### src/rtl/gcc_pkg.sv
package gcc_pkg;
  localparam int REG_W   = 16;
  localparam int ADDR_W  = 12;
  localparam int N_LINES = 16;
  localparam int PWR_TRIG_BIT = 7;
  localparam logic [REG_W-1:0] STATUS_RST = 16'h0002;
  localparam logic [REG_W-1:0] PWR_FORCE  = 16'h8040;

  // order matches the offset map: index * 4 = offset
  typedef enum logic [3:0] {
    SEL_MODE, SEL_DATA, SEL_STAT, SEL_PWR, SEL_CLK, SEL_IRR, SEL_IMR, SEL_ISR,
    SEL_DIR, SEL_LVL, SEL_NONE
  } sel_e;

  localparam int N_CTRL = 8;
endpackage

### src/rtl/gcc_decode.sv
module gcc_decode
  import gcc_pkg::*;
#(
  parameter int AW = ADDR_W
) (
  input  logic [AW-1:0] addr_i,
  output sel_e          sel_o
);
  always_comb begin
    sel_o = SEL_NONE;
    if (addr_i[1:0] == 2'b00) begin
      if (addr_i[AW-1:2] < AW'(N_CTRL + 1)) sel_o = sel_e'(addr_i[5:2]);
      else if (addr_i[AW-1:2] == AW'(N_CTRL + 1) || addr_i[AW-1:2] == AW'(N_CTRL + 2))
        sel_o = SEL_LVL;
    end
  end
endmodule

### src/rtl/gcc_ctrl_regs.sv
module gcc_ctrl_regs
  import gcc_pkg::*;
(
  input  logic             clk_i,
  input  logic             rst_ni,
  input  logic             wr_i,
  input  sel_e             sel_i,
  input  logic [REG_W-1:0] wdata_i,
  output logic [REG_W-1:0] rd_o
);
  logic [REG_W-1:0] regs [N_CTRL];

  for (genvar i = 0; i < N_CTRL; i++) begin : g_reg
    if (i == int'(SEL_STAT)) begin : g_ro
      assign regs[i] = STATUS_RST;
    end else begin : g_rw
      logic [REG_W-1:0] q;
      always_ff @(posedge clk_i or negedge rst_ni) begin
        if (!rst_ni) q <= '0;
        else if (wr_i && sel_i == sel_e'(i)) begin
          if (i == int'(SEL_PWR) && wdata_i[PWR_TRIG_BIT]) q <= wdata_i | PWR_FORCE;
          else q <= wdata_i;
        end
      end
      assign regs[i] = q;
    end
  end

  always_comb begin
    rd_o = '0;
    if (sel_i < SEL_DIR) rd_o = regs[sel_i[2:0]];
  end

  p_pwr_force_r3: assert property (@(posedge clk_i) disable iff (!rst_ni)
    (wr_i && sel_i == SEL_PWR && wdata_i[PWR_TRIG_BIT]) |=> (regs[3][15] && regs[3][6]));
endmodule

### src/rtl/gcc_gpio.sv
module gcc_gpio #(
  parameter int N = 16
) (
  input  logic         clk_i,
  input  logic         rst_ni,
  input  logic         wr_dir_i,
  input  logic         wr_lvl_i,
  input  logic [N-1:0] wdata_i,
  input  logic [N-1:0] ext_we_i,
  input  logic [N-1:0] ext_lvl_i,
  output logic [N-1:0] dir_o,
  output logic [N-1:0] lvl_o,
  output logic [N-1:0] gpio_o,
  output logic [N-1:0] chg_o
);
  logic [N-1:0] dir_q, lvl_q, out_q, chg_q;
  logic [N-1:0] lvl_ext, lvl_d, dir_d, eff_d;
  logic         upd;

  for (genvar n = 0; n < N; n++) begin : g_ext
    assign lvl_ext[n] = ext_we_i[n] ? ext_lvl_i[n] : lvl_q[n];
  end

  assign lvl_d = wr_lvl_i ? (wdata_i & dir_q) : lvl_ext;
  assign dir_d = wr_dir_i ? wdata_i : dir_q;
  assign eff_d = lvl_d & dir_d;
  assign upd   = wr_dir_i | wr_lvl_i;

  always_ff @(posedge clk_i or negedge rst_ni) begin
    if (!rst_ni) begin
      dir_q <= '0;
      lvl_q <= '0;
      out_q <= '0;
      chg_q <= '0;
    end else begin
      dir_q <= dir_d;
      lvl_q <= lvl_d;
      chg_q <= upd ? (eff_d ^ out_q) : '0;
      if (upd) out_q <= eff_d;
    end
  end

  assign dir_o  = dir_q;
  assign lvl_o  = lvl_q;
  assign gpio_o = out_q;
  assign chg_o  = chg_q;

  p_out_in_dir_r5: assert property (@(posedge clk_i) disable iff (!rst_ni)
    (out_q & ~dir_q) == '0);
  p_out_hold_r5: assert property (@(posedge clk_i) disable iff (!rst_ni)
    !upd |=> $stable(out_q));
  p_chg_quiet_r6: assert property (@(posedge clk_i) disable iff (!rst_ni)
    !upd |=> chg_q == '0);
endmodule

### src/rtl/gpio_companion.sv
module gpio_companion
  import gcc_pkg::*;
#(
  parameter int BUS_W = 32,
  parameter int N     = N_LINES
) (
  input  logic              clk_i,
  input  logic              rst_ni,
  input  logic              req_i,
  input  logic              we_i,
  input  logic [ADDR_W-1:0] addr_i,
  input  logic [BUS_W-1:0]  wdata_i,
  output logic [REG_W-1:0]  rdata_o,
  output logic              bad_addr_o,
  input  logic [N-1:0]      ext_we_i,
  input  logic [N-1:0]      ext_lvl_i,
  output logic [N-1:0]      gpio_o,
  output logic [N-1:0]      chg_o
);
  sel_e             sel;
  logic             wr, rd;
  logic [REG_W-1:0] wdat, ctrl_rd, dir_ext, lvl_ext, rd_mux, rdata_q;
  logic [N-1:0]     dir, lvl;
  logic             bad_q;
  logic             unused_hi;

  assign wdat      = wdata_i[REG_W-1:0];
  assign unused_hi = ^wdata_i[BUS_W-1:REG_W];
  assign wr        = req_i & we_i;
  assign rd        = req_i & ~we_i;

  gcc_decode #(.AW(ADDR_W)) i_dec (.addr_i(addr_i), .sel_o(sel));

  gcc_ctrl_regs i_ctrl (
    .clk_i, .rst_ni, .wr_i(wr), .sel_i(sel), .wdata_i(wdat), .rd_o(ctrl_rd)
  );

  gcc_gpio #(.N(N)) i_gpio (
    .clk_i, .rst_ni,
    .wr_dir_i (wr && sel == SEL_DIR),
    .wr_lvl_i (wr && sel == SEL_LVL),
    .wdata_i  (wdat[N-1:0]),
    .ext_we_i, .ext_lvl_i,
    .dir_o    (dir),
    .lvl_o    (lvl),
    .gpio_o, .chg_o
  );

  always_comb begin
    dir_ext = '0;
    lvl_ext = '0;
    dir_ext[N-1:0] = dir;
    lvl_ext[N-1:0] = lvl;
    case (sel)
      SEL_DIR:  rd_mux = dir_ext;
      SEL_LVL:  rd_mux = lvl_ext;
      default:  rd_mux = ctrl_rd;
    endcase
  end

  always_ff @(posedge clk_i or negedge rst_ni) begin
    if (!rst_ni) begin
      rdata_q <= '0;
      bad_q   <= 1'b0;
    end else begin
      bad_q <= req_i && sel == SEL_NONE;
      if (rd) rdata_q <= rd_mux;
    end
  end

  assign rdata_o    = rdata_q;
  assign bad_addr_o = bad_q;

  p_bad_rdata_r7: assert property (@(posedge clk_i) disable iff (!rst_ni)
    (rd && sel == SEL_NONE) |=> (rdata_o == '0 && bad_addr_o));
  p_bad_pulse_r7: assert property (@(posedge clk_i) disable iff (!rst_ni)
    !req_i |=> !bad_addr_o);
endmodule

### config.mk
export PLATFORM = sky130hd
export DESIGN_NAME = gpio_companion
export DESIGN_NICKNAME = d
export VERILOG_FILES = /design/src/rtl/gcc_pkg.sv /design/src/rtl/gcc_decode.sv /design/src/rtl/gcc_ctrl_regs.sv /design/src/rtl/gcc_gpio.sv /design/src/rtl/gpio_companion.sv
export SDC_FILE = /design/constraint.sdc
export NUM_CORES = 1
export LEC_CHECK = 0
export ABC_AREA = 1
export ABC_CLOCK_PERIOD_IN_PS = 1400
export CAP_MARGIN = 20
export CORE_UTILIZATION = 40
export DETAILED_ROUTE_END_ITERATION = 8
export GPL_ROUTABILITY_DRIVEN = 0
export PLACE_DENSITY = 0.64
export RECOVER_POWER = 100
export SKIP_CTS_REPAIR_TIMING = 1
export SLEW_MARGIN = 10
export SYNTH_ARGS = -nofsm -noshare
export SYNTH_HDL_FRONTEND = slang
export SYNTH_SLANG_ARGS = --single-unit
### constraint.sdc
create_clock -name clk_i -period 1.4 [get_ports clk_i]
set_input_delay 0.21 -clock clk_i [delete_from_list [all_inputs] [get_ports clk_i]]
set_output_delay 0.21 -clock clk_i [all_outputs]
set_load 0.005 [all_outputs]
==> summary.txt <==
Status
  – Outcome: complete, but fails checks
  – Failing checks: setup timing

Routing
  – Initial drt markers: 716
  – Final wirelength: 34.7 mm
  – Vias per inst: 5.51
  – Detailed-route via count: 9450
  – Routed len/inst: 20.2 um
  – Routed wl met3: around 2.8 mm
  – Top sig layer: met4
  – Metal2 WL: between 15 and 20 mm
  – Residual DRC: 0
  – Wl on met1: about 14 mm
  – 1st-pass router iterations: 5
  – Routed Antenna Nets: 0

Floorplan
  – Top-Level Pins: between 100 and 150
  – Die W: 154 um
  – Initial cell density of the core: 0.407
  – Die ar.: 23600 um2
  – Row count: 55
  – Core footprint: between 20000 and 25000 um2
  – Die Y: around 150 um

Timing
  – Clock Skew: a little over 0.01 ns
  – Slew HR: 0.436
  – Setup TNS: -29.40 ns
  – Minimum clock period: 1.71 ns
  – Max-slew violation count: 0
  – Final setup violating endpoints: 190
  – Post-route setup slack: -0.312 ns
  – Worst Max-Slew Pin Slew: around 0.85 ns
  – RSZ-0062 raised after global routing: yes
  – Final Cycle Share: 1.22
  – Fin. Hold Viols: 0
  – FMAX: 584 MHz

Global routing
  – Largest net degree at the start of global routing: 48
  – Antenna violations before repair: 0
  – Vias in the first global route: 8137
  – GRT Util Overall: 0.243
  – First-pass GRT wire length: roughly 44 mm
  – Final global-route overflow total: 0

Pwr
  – Peak VDD IR: around 0.66 mV
  – LEAKAGE: between 7 and 8 nW
  – Pwr dens: around 810 nW/um2
  – Total chip power: around 12 mW

Critical path
  – Setup Crit Path Kind: in2reg
  – CP delay by family, top: simple AND/OR/NAND/NOR gates
  – Worst r2r dst: i_gpio.chg_o[4]
  – Critical path depth: 15
  – Crit path arrival time: between 2 and 2.5 ns
  – CP endpoint kind: flip-flop
  – Crit path cell chain: buf_6, nor2_4, nand2_2, nor2_4, nand2_4, buf_12, clkinv_8, nand4_4, nor2_4, buf_12, nand2_8, nand2_4, nand2_4, a21oi_1, nor2_1
  – Crit path launch type: primary input
  – Req. time, crit path: 1.73 ns
  – Critical path peak fanout: 8
  – Reg-to-Reg Start: i_gpio.lvl_o[4]
  – CP bufs+invs: 4
  – R2R cell count: 6
  – Worst Setup EP: i_gpio.chg_o[0]
  – Max incr delay on CP: about 0.20 ns
  – Worst setup path startpoint: addr_i[7]
  – Reg2Reg Setup Slack: roughly 0.19 ns
  – Worst path slowest cell: nor2_4

Finish
  – Commonest non-fill, non-tap cell in the layout: dfrtp_1
  – Area delta synth->final: 62.6%
  – Share of cells above drive strength 1: 0.421
  – Final net count: roughly 1500
  – Filler Cell Count: about 1700
  – Util after Layout: 0.661
  – Antenna cells: 0
  – Fin area: approximately 15000 um2
  – Most frequent cells in the layout: dfrtp_1, nand2_1, nand2_2

Logic synthesis
  – Syn Nets: 1234
  – Ys Warns: 0
  – Ranking of synthesized cells by area: dfrtp_1, nand2_1, nand3_1, o21ai_0, nor2_1
  – Library cells used by synthesis: 29
  – Post-synthesis sequential area ratio: 0.525
  – Share of the synthesized area in the top cell type: 0.525
  – Synth Instances: 1154
  – Synth Cell Area: between 9000 and 10000 um2
  – Yosys top cell by area: dfrtp_1
  – Post-synthesis register bit count: between 150 and 200
  – Syn_area_per_cell: about 8.0 um2

Clock network
  – Htree depth: 4
  – CTS root buf: clkbuf_16
  – CTS tree: yes
  – Clock buffer count from CTS: 17
  – Reg clk slew, reported paths: approximately 0.070 ns
  – CTS sink cnt: between 150 and 200
  – Skew-Pair Late Insertion Delay: between 0.4 and 0.5 ns
  – Clock buffer depth: 2

Place
  – Area after DPL: around 12000 um2
  – Port Buffers: approximately 110
  – DP HPWL: between 15 and 20 mm

Job
  – Max-cap viol count: 0

Hold path
  – HP Class: in2reg
[where the power goes]
part / internal (mW) / leakage [nW] / switching [mW]
logic: 0.525 / 4.79 / 0.628
clock network: 2.75 / 0.294 / 2.41
registers: 5.68 / 2.61 / 0.0942
total: 8.95 / 7.69 / 3.14
[worst min-delay path by stage]
stage / slack, ns / depth (start not counted) / startpoint / end
floorplan: -0.09 / 0 / rst_ni / bad_addr_o
global placement: 0.20 / 1 / rst_ni / i_gpio.lvl_o[10]
detailed placement: 0.20 / 1 / rst_ni / i_gpio.chg_o[10]
CTS: -0.26 / 1 / rst_ni / i_gpio.chg_o[10]
global route: 0.11 / 3 / addr_i[1] / bad_addr_o
finish: 0.1 / 3 / addr_i[1] / bad_addr_o
[state kept, by name (all words and copies together), names as in the netlist]
name	count
i_ctrl.g.g_rw.q	112
i_gpio.chg_o	16
i_gpio.dir_o	16
i_gpio.gpio_o	16
i_gpio.lvl_o	16
rdata_o	16
bad_addr_o	1
[metrics by stage]
stage,hold slack [ns],worst slack (ns),std cells
final,0.0969,-0.312,1715
after global routing,0.114,-0.378,1715
after CTS,-0.262,-0.591,1627
after detailed placement,0.202,-1.03,1595
after global placement,0.198,-1.01,1595
after floorplan,-0.0856,-0.209,1154
[cell type report]
type,count,area [um2],share of cell area
inverters,109,428,0.0286
multi-input cells,800,5250,0.351
clock buffers,18,439,0.0293
clock inverters,14,170,0.0114
repair buffers,296,3490,0.233
flip-flops and latches,193,4830,0.323
well taps,285,357,0.0238
[synthesized netlist by cell type, drive strengths merged]
cell,count
nand3,95
a22oi,2
o21ai,122
dfrtp,193
nand3b,11
buf,22
clkinv,1
nor3,1
nand4,23
a21oi,33
nor2,126
or2,23
mux2,16
o211ai,3
clkbuf,31
inv,108
nand2,344
[cells by family (layout without fill, tap and decap cells)]
| logic type | after synthesis | count (layout) | synth area share |
|---|---|---|---|
| and+or+nand+nor | 623 | 624 | 0.297 |
| DFF | 193 | 193 | 0.525 |
| buffers and inverters | 162 | 437 | 0.0705 |
| AOI/OAI and AO/OA | 160 | 160 | 0.0883 |
| muxes | 16 | 16 | 0.0196 |
[metal layers]
metal	up-vias	global-route usage
met4	0	0.0705
met1	4675	0.340
met3	104	0.0358
met2	437	0.392
met5	-	0
li1	4234	-
[worst register-to-register path: stages, from the launching register on]
cell and delay (ns):
dfrtp_1 0.46, mux2_2 0.30, nand2_2 0.09, nand2_4 0.06
nand3_2 0.08, nand2_1 0.05, nor2_1 0.11
Power figures use the tool's default switching activity.
